<file path="src/rtl/perf_sel_pkg.sv">
package perf_sel_pkg;
    parameter int LVL_W = 3;
    localparam int CFG_BITS = 5 + LVL_W;
    localparam logic [LVL_W-1:0] LVL_MAX = '1;
    localparam logic [LVL_W-1:0] LVL_MIN = '0;

    // Field order matches bit positions of the control word, MSB first.
    typedef struct packed {
        logic [LVL_W-1:0] boost_lvl;  // [7:5]
        logic             hs_en;      // [4]
        logic             dbg;        // [3]
        logic             ovr;        // [2]
        logic             pwm;        // [1]
        logic             en;         // [0]
    } cfg_t;

    localparam cfg_t CFG_RST = '{boost_lvl: LVL_MAX, hs_en: 1'b0, dbg: 1'b0,
                                 ovr: 1'b0, pwm: 1'b0, en: 1'b0};

    typedef enum logic [1:0] {
        HS_IDLE     = 2'd0,
        HS_WAIT_IN  = 2'd1,
        HS_ACTIVE   = 2'd2,
        HS_WAIT_OUT = 2'd3
    } hs_state_e;

    typedef struct packed {
        logic [LVL_W-1:0] volt;
        logic [LVL_W-1:0] clk;
        logic             pwr;
    } lvl_out_t;
endpackage

</file>
<file path="src/rtl/perf_cfg_reg.sv">
module perf_cfg_reg
    import perf_sel_pkg::*;
#(
    parameter int DATA_W = 32
) (
    input  logic              clk,
    input  logic              rst_n,
    input  logic              wr_en,
    input  logic [DATA_W-1:0] wdata,
    output logic [DATA_W-1:0] rdata,
    output cfg_t              cfg
);
    localparam int PAD_W = DATA_W - CFG_BITS;

    cfg_t cfg_d, cfg_q;

    always_comb begin
        cfg_d = cfg_q;
        if (wr_en) begin
            cfg_d = cfg_t'(wdata[CFG_BITS-1:0]);  // upper bits dropped
        end
    end

    always_ff @(posedge clk or negedge rst_n) begin
        if (!rst_n) cfg_q <= CFG_RST;
        else        cfg_q <= cfg_d;
    end

    assign cfg   = cfg_q;
    assign rdata = {{PAD_W{1'b0}}, cfg_q};

    // a write is visible on the read port one cycle later
    p_wr_readback_r1: assert property (@(posedge clk) disable iff (!rst_n)
        wr_en |=> rdata[CFG_BITS-1:0] == $past(wdata[CFG_BITS-1:0]));
endmodule

</file>
<file path="src/rtl/perf_boost_hs.sv">
module perf_boost_hs
    import perf_sel_pkg::*;
(
    input  logic clk,
    input  logic rst_n,
    input  logic hs_en,
    input  logic boost_want,
    input  logic hs_ack,
    output logic boost_on,
    output logic hs_req
);
    hs_state_e st_d, st_q;

    always_comb begin
        st_d = st_q;
        if (!hs_en) begin
            st_d = HS_IDLE;
        end else begin
            unique case (st_q)
                HS_IDLE:     if (boost_want) st_d = HS_WAIT_IN;
                HS_WAIT_IN:  if (hs_ack)     st_d = HS_ACTIVE;
                HS_ACTIVE:   if (!boost_want) st_d = HS_WAIT_OUT;
                HS_WAIT_OUT: if (!hs_ack)    st_d = HS_IDLE;
                default:                     st_d = HS_IDLE;
            endcase
        end
    end

    always_ff @(posedge clk or negedge rst_n) begin
        if (!rst_n) st_q <= HS_IDLE;
        else        st_q <= st_d;
    end

    assign hs_req   = (st_q == HS_WAIT_IN) || (st_q == HS_ACTIVE);
    assign boost_on = hs_en ? ((st_q == HS_ACTIVE) || (st_q == HS_WAIT_OUT))
                            : boost_want;

    // no request while the handshake is disabled
    p_hs_off_quiet_r12: assert property (@(posedge clk) disable iff (!rst_n)
        !hs_en |=> !hs_req);
    // request held until acknowledged
    p_req_hold_r10: assert property (@(posedge clk) disable iff (!rst_n)
        (hs_en && hs_req && !hs_ack) |=> hs_req);
    // no boost before the acknowledge
    p_no_early_boost_r10: assert property (@(posedge clk) disable iff (!rst_n)
        (hs_en && hs_req && !hs_ack) |-> !boost_on);
    // no new request until the acknowledge has dropped
    p_exit_wait_r11: assert property (@(posedge clk) disable iff (!rst_n)
        (hs_en && !hs_req && hs_ack) |=> !hs_req);
endmodule

</file>
<file path="src/rtl/perf_level_pick.sv">
module perf_level_pick
    import perf_sel_pkg::*;
(
    input  cfg_t             cfg,
    input  logic             boost_on,
    input  logic             pwm_state,
    input  logic [LVL_W-1:0] sw_level,
    output lvl_out_t         nxt
);
    logic [LVL_W-1:0] lvl;

    always_comb begin
        // Priority: boost, then PWM, then software request
        if (boost_on)     lvl = cfg.boost_lvl;
        else if (cfg.pwm) lvl = pwm_state ? LVL_MAX : LVL_MIN;
        else              lvl = sw_level;

        if (!cfg.en) begin
            nxt.volt = LVL_MAX;
            nxt.clk  = LVL_MAX;
            nxt.pwr  = 1'b0;
        end else begin
            nxt.volt = cfg.dbg ? LVL_MAX : lvl;
            nxt.clk  = lvl;
            nxt.pwr  = cfg.pwm;
        end
    end
endmodule

</file>
<file path="src/rtl/perf_level_selector.sv">
module perf_level_selector
    import perf_sel_pkg::*;
#(
    parameter int DATA_W = 32
) (
    input  logic              clk,
    input  logic              rst_n,
    input  logic              cfg_wr_en,
    input  logic [DATA_W-1:0] cfg_wdata,
    output logic [DATA_W-1:0] cfg_rdata,
    input  logic [LVL_W-1:0]  sw_level,
    input  logic              boost_irq,
    input  logic              pwm_state,
    input  logic              hs_ack,
    output logic              hs_req,
    output logic [LVL_W-1:0]  tgt_volt_idx,
    output logic [LVL_W-1:0]  tgt_clk_idx,
    output logic              pwr_req
);
    localparam lvl_out_t OUT_RST = '{volt: LVL_MAX, clk: LVL_MAX, pwr: 1'b0};

    cfg_t     cfg;
    logic     boost_want;
    logic     boost_on;
    lvl_out_t out_d, out_q;

    perf_cfg_reg #(.DATA_W(DATA_W)) u_cfg (
        .clk   (clk),
        .rst_n (rst_n),
        .wr_en (cfg_wr_en),
        .wdata (cfg_wdata),
        .rdata (cfg_rdata),
        .cfg   (cfg)
    );

    assign boost_want = cfg.en && cfg.ovr && boost_irq;

    perf_boost_hs u_hs (
        .clk        (clk),
        .rst_n      (rst_n),
        .hs_en      (cfg.hs_en),
        .boost_want (boost_want),
        .hs_ack     (hs_ack),
        .boost_on   (boost_on),
        .hs_req     (hs_req)
    );

    perf_level_pick u_pick (
        .cfg       (cfg),
        .boost_on  (boost_on),
        .pwm_state (pwm_state),
        .sw_level  (sw_level),
        .nxt       (out_d)
    );

    always_ff @(posedge clk or negedge rst_n) begin
        if (!rst_n) out_q <= OUT_RST;
        else        out_q <= out_d;
    end

    assign tgt_volt_idx = out_q.volt;
    assign tgt_clk_idx  = out_q.clk;
    assign pwr_req      = out_q.pwr;

    // disabled block requests the top level on both targets
    p_disabled_max_r4: assert property (@(posedge clk) disable iff (!rst_n)
        !cfg.en |=> (tgt_volt_idx == LVL_MAX && tgt_clk_idx == LVL_MAX && !pwr_req));
    // debug pins the voltage target at the top
    p_debug_volt_r9: assert property (@(posedge clk) disable iff (!rst_n)
        (cfg.en && cfg.dbg) |=> tgt_volt_idx == LVL_MAX);
    // PWM mode without boost gives only the two extreme levels
    p_pwm_levels_r6: assert property (@(posedge clk) disable iff (!rst_n)
        (cfg.en && cfg.pwm && !boost_on) |=>
            (tgt_clk_idx == LVL_MAX || tgt_clk_idx == LVL_MIN));
    // active boost drives the programmed level onto the clock target
    p_boost_level_r5: assert property (@(posedge clk) disable iff (!rst_n)
        (cfg.en && boost_on) |=> tgt_clk_idx == $past(cfg.boost_lvl));
endmodule

</file>
<file path="config.mk">
export PLATFORM = sky130hd
export DESIGN_NAME = perf_level_selector
export DESIGN_NICKNAME = d
export VERILOG_FILES = /design/src/rtl/perf_sel_pkg.sv /design/src/rtl/perf_cfg_reg.sv /design/src/rtl/perf_boost_hs.sv /design/src/rtl/perf_level_pick.sv /design/src/rtl/perf_level_selector.sv
export SDC_FILE = /design/constraint.sdc
export NUM_CORES = 1
export LEC_CHECK = 0
export ABC_AREA = 1
export BUFFER_PORTS_ARGS = -buffer_cell sky130_fd_sc_hd__buf_2
export CAP_MARGIN = 10
export CORE_ASPECT_RATIO = 0.8
export CORE_MARGIN = 2
export CORE_UTILIZATION = 39
export CTS_CLUSTER_DIAMETER = 200
export CTS_CLUSTER_SIZE = 25
export DETAILED_ROUTE_END_ITERATION = 8
export HOLD_SLACK_MARGIN = 0.03
export PLACE_DENSITY = 0.76
export SLEW_MARGIN = 0
export SYNTH_ARGS = -nofsm -noshare
export SYNTH_HDL_FRONTEND = slang
export SYNTH_SLANG_ARGS = --single-unit
export TNS_END_PERCENT = 5
</file>
<file path="constraint.sdc">
create_clock -name clk -period 1.4 [get_ports clk]
set_input_delay 0.35 -clock clk [delete_from_list [all_inputs] [get_ports clk]]
set_output_delay 0.35 -clock clk [all_outputs]
set_load 0.02 [all_outputs]
</file>
==> results of run 1 <==
==> flip-flops by register name (all words and copies together), names as in the netlist <==
signal and count:
tgt_clk_idx 3, u_hs.st_q 2, tgt_volt_idx 3, u_cfg.cfg 8, pwr_req 1
==> power breakdown <==
part	switching, W	internal [W]	total, W
logic	0.000465	0.000356	0.000821
clock network	0.000148	0.000111	0.000259
registers	0.0000615	0.000595	0.000656
total	0.000675	0.00106	0.00174
==> Yosys cell counts (all sizes together) <==
master / number / area [um2]
mux2: 5 / 56.3
dfrtp: 8 / 200
nand4: 5 / 31.3
o21ai: 4 / 20.0
dfstp: 9 / 236
nand3: 15 / 97.6
nor2: 3 / 11.3
nand2: 20 / 75.1
buf: 28 / 211
inv: 10 / 37.5
conb: 1 / 3.75
ha: 4 / 50.1
==> worst reg2reg max path: stages, from the launching register on <==
cell     delay (ns)
dfrtp_1        0.42
buf_4          0.16
ha_1           0.24
nand3_1        0.09
nand2_1        0.06
inv_2          0.07
nand3_2        0.09
nand2_1        0.08
nand2_1        0.05
==> stage by stage <==
step	hold slack [ns]	total power, W	setup slack [ns]	area, um2	TNS [ns]
2_1_floorplan	0.0544	0.00115	0.230	1120	0
3_5_place_dp	0.283	0.00126	0.117	1110	0
4_1_cts	0.259	0.00172	-0.0530	1210	-0.0530
6_report	0.256	0.00174	-0.0724	1210	-0.0724
5_1_grt	0.263	0.00184	-0.111	1210	-0.129
3_3_place_gp	0.280	0.00122	0.142	1110	0
==> kinds of logic (layout without fill, tap and decap cells) <==
logic type,after synthesis,after routing,share of synthesized area
mux,5,5,0.0546
fa+ha+maj,4,4,0.0485
buf+inv,38,52,0.242
compound gates,4,4,0.0194
simple gates,43,43,0.209
other cells,1,24,0.00364
flops,17,17,0.424
==> repair_timing <==
item,CTS,global route
pin swaps,1,1
gates resized for setup,7,3
setup buffers,5,0
hold buffers,1,0
endpoints found under the setup margin,3,8
hold endpoints to repair,8,0
==> area by class of cell <==
| type | count | area share |
|---|---|---|
| Sequential cell | 17 | 0.361 |
| Tap cell | 36 | 0.0371 |
| Timing Repair Buffer | 38 | 0.178 |
| Clock buffer | 4 | 0.0216 |
| Multi-Input combinational cell | 80 | 0.371 |
| Inverter | 10 | 0.0309 |
==> path summary, 6_finish.rpt <==
kind	to	cells past startpoint
min	u_cfg.cfg[3]	3
min in group asynchronous	pwr_req	2
max in group asynchronous	u_cfg.cfg[5]	2
max reg2reg	u_hs.st_q[1]	8
max	hs_req	3
min reg2reg	pwr_req	2
==> layout by cell type, fill, tap and decap left out, drive strengths merged, types with 4 or more instances in the layout <==
cell    instances
buf            37
conb           24
nand2          20
nand3          15
inv            10
dfstp           9
dfrtp           8
nand4           5
mux2            5
o21ai           4
clkbuf          4
ha              4
==> layer usage <==
metal	up-vias	global-route usage	wire, um	share of wire
met5	-	0	0	0
met4	0	0.0851	64	0.031
met3	7	0.00787	189	0.090
met2	59	0.246	1060	0.51
met1	381	0.168	780	0.37
li1	382	-	-	-
==> impl_metrics.csv, run 1 <==
group,metric,value,unit
power_and_ir_drop,p_per_area,1430,nW/um2
die,die_h,50.0,um
die,dieWidth,61.5,um
cells_and_area,seqCellArea,439,um2
die,ioPinCount,81,
die,initial_core_util,0.415,
worst_setup_path,crit_required,1.05,ns
cts,root_buffer,"clkbuf_4",
worst_setup_path,timing.reg2reg.setup_slack,0.03,ns
global_routing,track_usage,0.142,
placed_design,gp_congestion,0.836,
outcome,status,"finished with violations",
die,rows,16,
worst_setup_path,critPathSlowestCell,"dfrtp_1",
cells_and_area,final_cells,185,
cells_and_area,nets,195,
cts,clockBufferDepth,2,
timing,setup_violations,1,
cells_and_area,utilization,0.489,
timing,setup_slack,-0.0724,ns
yosys,yosys.cell_types.count,18,
cts,cts_made_buffers,3,
timing,rsz0062_at_grt,"yes",
worst_setup_path,critPathArrivalTime,1.12,ns
worst_setup_path,startpoint_type,"flop",
cells_and_area,area_growth,17.8,%
global_routing,antenna_found_initial,0,
yosys,ys_seq_area_frac,0.424,
worst_setup_path,cp_cell_sequence,"inv_2 > ha_4 > buf_6",
yosys,avgSynthCellArea,9.21,um2
global_routing,grt_pass1_wl,3110,um
drt,drc_errors,0,
worst_setup_path,cp-end-kind,"output port",
power_and_ir_drop,leakage,0.648,nW
worst_setup_path,crit_family,"flip-flops",
outcome,violations,"setup timing",
worst_setup_path,path_max_fanout,2,
timing,max_clock_freq,679,MHz
placed_design,dp_hpwl,1590,um
job,maxCapViolCount,0,
yosys,synth_area,1030,um2
cts,cts_tree,"done",
placed_design,placedCellCount,175,
yosys,synthCells,112,
die,core_area,2480,um2
worst_setup_path,slowest_delay,0.42,ns
drt,wl,2100,um
drt,num_vias,829,
placed_design,port_buffers,32,
timing,maxSlewViolCount,0,
worst_setup_path,r2r-start,"u_hs.st_q[0]",
cells_and_area,antenna_cells,0,
drt,routed_via_density,4.48,
drt,drt_iter0_drc,46,
worst_setup_path,critPathKind,"flop to output port",
yosys,ys_warn_count,0,
worst_setup_path,path_buf_inv,2,
worst_setup_path,startpoint,"u_hs.st_q[0]",
drt,drtAntennaViolNets,0,
timing,period_needed,1.47,ns
global_routing,grt_max_degree,18,
drt,firstDrtPassIters,5,
yosys,synth-seq-cells,17,
global_routing,grt_overflow_total,0,
hold_path,holdCritStartpoint,"cfg_wdata[3]",
cells_and_area,multiInputGateArea,450,um2
drt,wl_per_cell,11.3,um
global_routing,grt_pass1_vias,688,
cells_and_area,drive_above_1_share,0.450,
power_and_ir_drop,max-vdd-ir-drop,478,uV
cts,insertion_delay,0.29,ns
cells_and_area,n_fill_cell,254,
timing,fin_skew,0.00845,ns
cts,path_clk_slew,0.10,ns
timing,timing.final.crit_share,1.05,
timing,finalHoldViolations,0,
hold_path,min_path_type,"primary input to flop",
die,dieArea,3070,um2
cts,clkSinkCount,17,
cts,htreeDepth,1,
Note: power is estimated with default switching activity, not from simulation.
==> run 2, diff against run 1 <==
--- a/config.mk
+++ b/config.mk
@@ -9,15 +9,15 @@
 export BUFFER_PORTS_ARGS = -buffer_cell sky130_fd_sc_hd__buf_2
 export CAP_MARGIN = 10
 export CORE_ASPECT_RATIO = 0.8
-export CORE_MARGIN = 2
-export CORE_UTILIZATION = 39
+export CORE_UTILIZATION = 40
 export CTS_CLUSTER_DIAMETER = 200
 export CTS_CLUSTER_SIZE = 25
 export DETAILED_ROUTE_END_ITERATION = 8
 export HOLD_SLACK_MARGIN = 0.03
-export PLACE_DENSITY = 0.76
+export PLACE_DENSITY = 0.77
 export SLEW_MARGIN = 0
 export SYNTH_ARGS = -nofsm -noshare
 export SYNTH_HDL_FRONTEND = slang
+export SYNTH_HIERARCHICAL = 1
 export SYNTH_SLANG_ARGS = --single-unit
 export TNS_END_PERCENT = 5
==> run 2 against run 1 <==
Clock power decreased by 5%. Combinational power down 44%. Worst hold slack improved by 0.0051 ns. First-iteration DRC count decreased by 57%. The flow still finishes with violations (setup timing). Flip-flop and latch count is the same. Synthesized cell count rose by 25%. Critical path type unchanged. Power decreased by 25%. Area after synthesis up 5.0%.
==> impl_metrics.csv, run 2 <==
group,metric,value,unit
yosys,avgSynthCellArea,7.73,um2
cts,cts_made_buffers,3,
power_and_ir_drop,switching_share,0.356,
drt,firstDrtPassIters,4,
yosys,yosys.cell_types.count,14,
cts,htreeDepth,1,
worst_setup_path,startpoint_type,"flop",
cells_and_area,largest_register_ffs,8,
cells_and_area,drive_above_1_share,0.377,
power_and_ir_drop,power_switching,0.000462,W
hold_path,hold_depth,3,
global_routing,grt_pass1_wl,3030,um
timing,fin_skew,0.00432,ns
yosys,synth-edff-count,0,
yosys,synth_most_common_cell,"nand2_1",
outcome,violations,"setup timing",
outcome,status,"finished with violations",
cts,root_buffer,"clkbuf_4",
power_and_ir_drop,max-vdd-ir-drop,373,uV
cells_and_area,final_cell_area,1260,um2
power_and_ir_drop,pwr-share-comb,0.356,
job,maxCapViolCount,0,
drt,wl_per_cell,8.75,um
cts,clockBufferDepth,2,
timing,rsz0062_at_grt,"yes",
worst_setup_path,path_buf_inv,2,
power_and_ir_drop,p_int,0.000835,W
global_routing,use_met3,0.0321,
die,core_area,2500,um2
die,ioPinCount,81,
worst_setup_path,critPathKind,"flop to output port",
yosys,yosysTopAreaCell,"buf_4",
cells_and_area,final_cell_mix,"49 x nand2_1, 30 x buf_2, 24 x conb_1",
die,die_h,48.5,um
cells_and_area,antenna_cells,0,
worst_setup_path,critPathSlowestCell,"dfrtp_1",
global_routing,met1_usage,0.189,
global_routing,grt_overflow_total,0,
yosys,synth-seq-cells,17,
placed_design,pre_cts_slack,-0.0563,ns
yosys,synth_ff_type,"dfstp_2",
timing,maxSlewViolCount,0,
drt,drt_iter0_drc,20,
worst_setup_path,critPathArrivalTime,1.11,ns
worst_setup_path,r2r_cells,6,
hold_path,hold_path_end,"u_cfg/cfg[7]",
yosys,synthTopCellsByArea,"buf_4 22%, dfstp_2 22%, dfrtp_1 18%",
worst_setup_path,cp-end-kind,"output port",
cells_and_area,nets,221,
drt,drtAntennaViolNets,0,
die,initial_core_util,0.433,
yosys,synth_top_area_share,0.222,
hold_path,holdCritStartpoint,"cfg_wdata[7]",
global_routing,antenna_found_initial,0,
cts,clkSinkCount,17,
yosys,synth_area,1080,um2
timing,finalHoldViolations,0,
drt,wl,1850,um
cells_and_area,final_common_cell,"nand2_1",
placed_design,port_buffers,32,
die,rows,16,
cells_and_area,utilization,0.506,
placed_design,gp_congestion,0.829,
worst_setup_path,path_max_fanout,2,
worst_setup_path,crit_required,1.05,ns
placed_design,dpl_cell_area,1170,um2
worst_setup_path,slowest_delay,0.39,ns
cells_and_area,seqCellArea,437,um2
yosys,synthTopCellsByCount,"51 x nand2_1, 32 x buf_4, 15 x inv_1",
timing,setup_slack,-0.0606,ns
global_routing,use_met2,0.212,
power_and_ir_drop,seqPwrFrac,0.454,
die,dieArea,2920,um2
global_routing,track_usage,0.137,
yosys,ys_seq_area_frac,0.403,
cells_and_area,n_fill_cell,249,
global_routing,grt.busiest_layer,"met2",
cts,insertion_delay,0.28,ns
timing,max_clock_freq,685,MHz
cts,cts_tree,"done",
placed_design,dp_hpwl,1470,um
timing,timing.final.crit_share,1.04,
worst_setup_path,cp_cell_sequence,"inv_2 > ha_4 > buf_6",
timing,setup_violations,1,
worst_setup_path,crit_family,"flip-flops",
global_routing,grt_max_degree,18,
cells_and_area,area_growth,16.9,%
worst_setup_path,rr_endpoint,"tgt_volt_idx[1]",
power_and_ir_drop,clkPwrFrac,0.190,
cts,path_clk_slew,0.09,ns
yosys,ys_warn_count,6,
global_routing,grt_pass1_vias,720,
power_and_ir_drop,p_total,0.00130,W
drt,drc_errors,0,
yosys,synthCells,140,
yosys,synthArstFlopShare,1.00,
drt,num_vias,840,
drt,routed_via_density,3.98,
worst_setup_path,timing.reg2reg.setup_slack,0.04,ns
power_and_ir_drop,leakage,0.735,nW
hold_path,min_path_type,"primary input to flop",
die,dieWidth,60.2,um
cells_and_area,multiInputGateArea,457,um2
power_and_ir_drop,p_per_area,1020,nW/um2
worst_setup_path,r2r-start,"u_hs/st_q[0]",
timing,period_needed,1.46,ns
[run 2: cell count changes after synthesis, sizes merged]
cell / change
nand4: -5
o21ai: -1
nand2: +31
mux2: -5
inv: +6
nand3: -7
buf: +5
a21oi: +4
[run 2: worst max path at each step]
stage	end	cells past startpoint	slack (ns)	from
floorplan	tgt_volt_idx[1]	6	0.09	u_hs/st_q[0]
detailed placement	tgt_volt_idx[0]	8	-0.06	boost_irq
CTS	hs_req	3	-0.07	u_hs/st_q[0]
global route	hs_req	3	-0.11	u_hs/st_q[0]
global placement	tgt_volt_idx[0]	8	0.004	boost_irq
finish	hs_req	3	-0.06	u_hs/st_q[0]
[run 2: what timing repair did]
item	in CTS	in global routing
hold endpoints to repair	8	0
setup endpoints to repair	7	10
hold buffers	1	0
buffers inserted	2	0
gates resized for setup	9	8
pin swaps	2	1
[run 2: power by group through the flow]
| stage | logic [W] | clock network (W) | registers (W) |
|---|---|---|---|
| 3_3_place_gp | 0.000389 | 0 | 0.000595 |
| 2_1_floorplan | 0.000322 | 0 | 0.000620 |
| 6_report | 0.000462 | 0.000246 | 0.000588 |
| 4_1_cts | 0.000451 | 0.000260 | 0.000587 |
| 3_5_place_dp | 0.000396 | 0 | 0.000597 |
| 5_1_grt | 0.000515 | 0.000283 | 0.000595 |
[run 2: through the flow]
step	cells	TNS (ns)	hold WS, ns
floorplan	163	0	0.0544
global placement	204	0	0.277
detailed placement	204	-0.286	0.282
CTS	211	-0.0740	0.250
global route	211	-0.296	0.259
finish	211	-0.0606	0.261
[run 2: logic make-up (layout without fill, tap and decap cells)]
group,Yosys count,after routing,synth area share
simple gates,62,62,0.227
buf+inv,49,61,0.288
flops,17,17,0.403
compound gates,7,7,0.0324
fa+ha+maj,4,4,0.0462
other cells,1,24,0.00346
[run 2: tightest hold or removal path, stage by stage]
cell and delay (ns):
buf_2 0.09, nand2_1 0.05, nand2_1 0.05
[run 2: cell type report]
type                    instances  area share
clock buffers                   3      0.0178
clock inverters                 1     0.00396
inverters                      16      0.0475
multi-input cells              97       0.361
flip-flops and latches         17       0.345
well taps                      36      0.0356
repair buffers                 41       0.189
[run 2: per-layer routing]
metal,share of wire,vias to the layer above
met5,0,-
met4,0.011,0
met3,0.070,2
met2,0.43,48
met1,0.48,351
li1,-,439
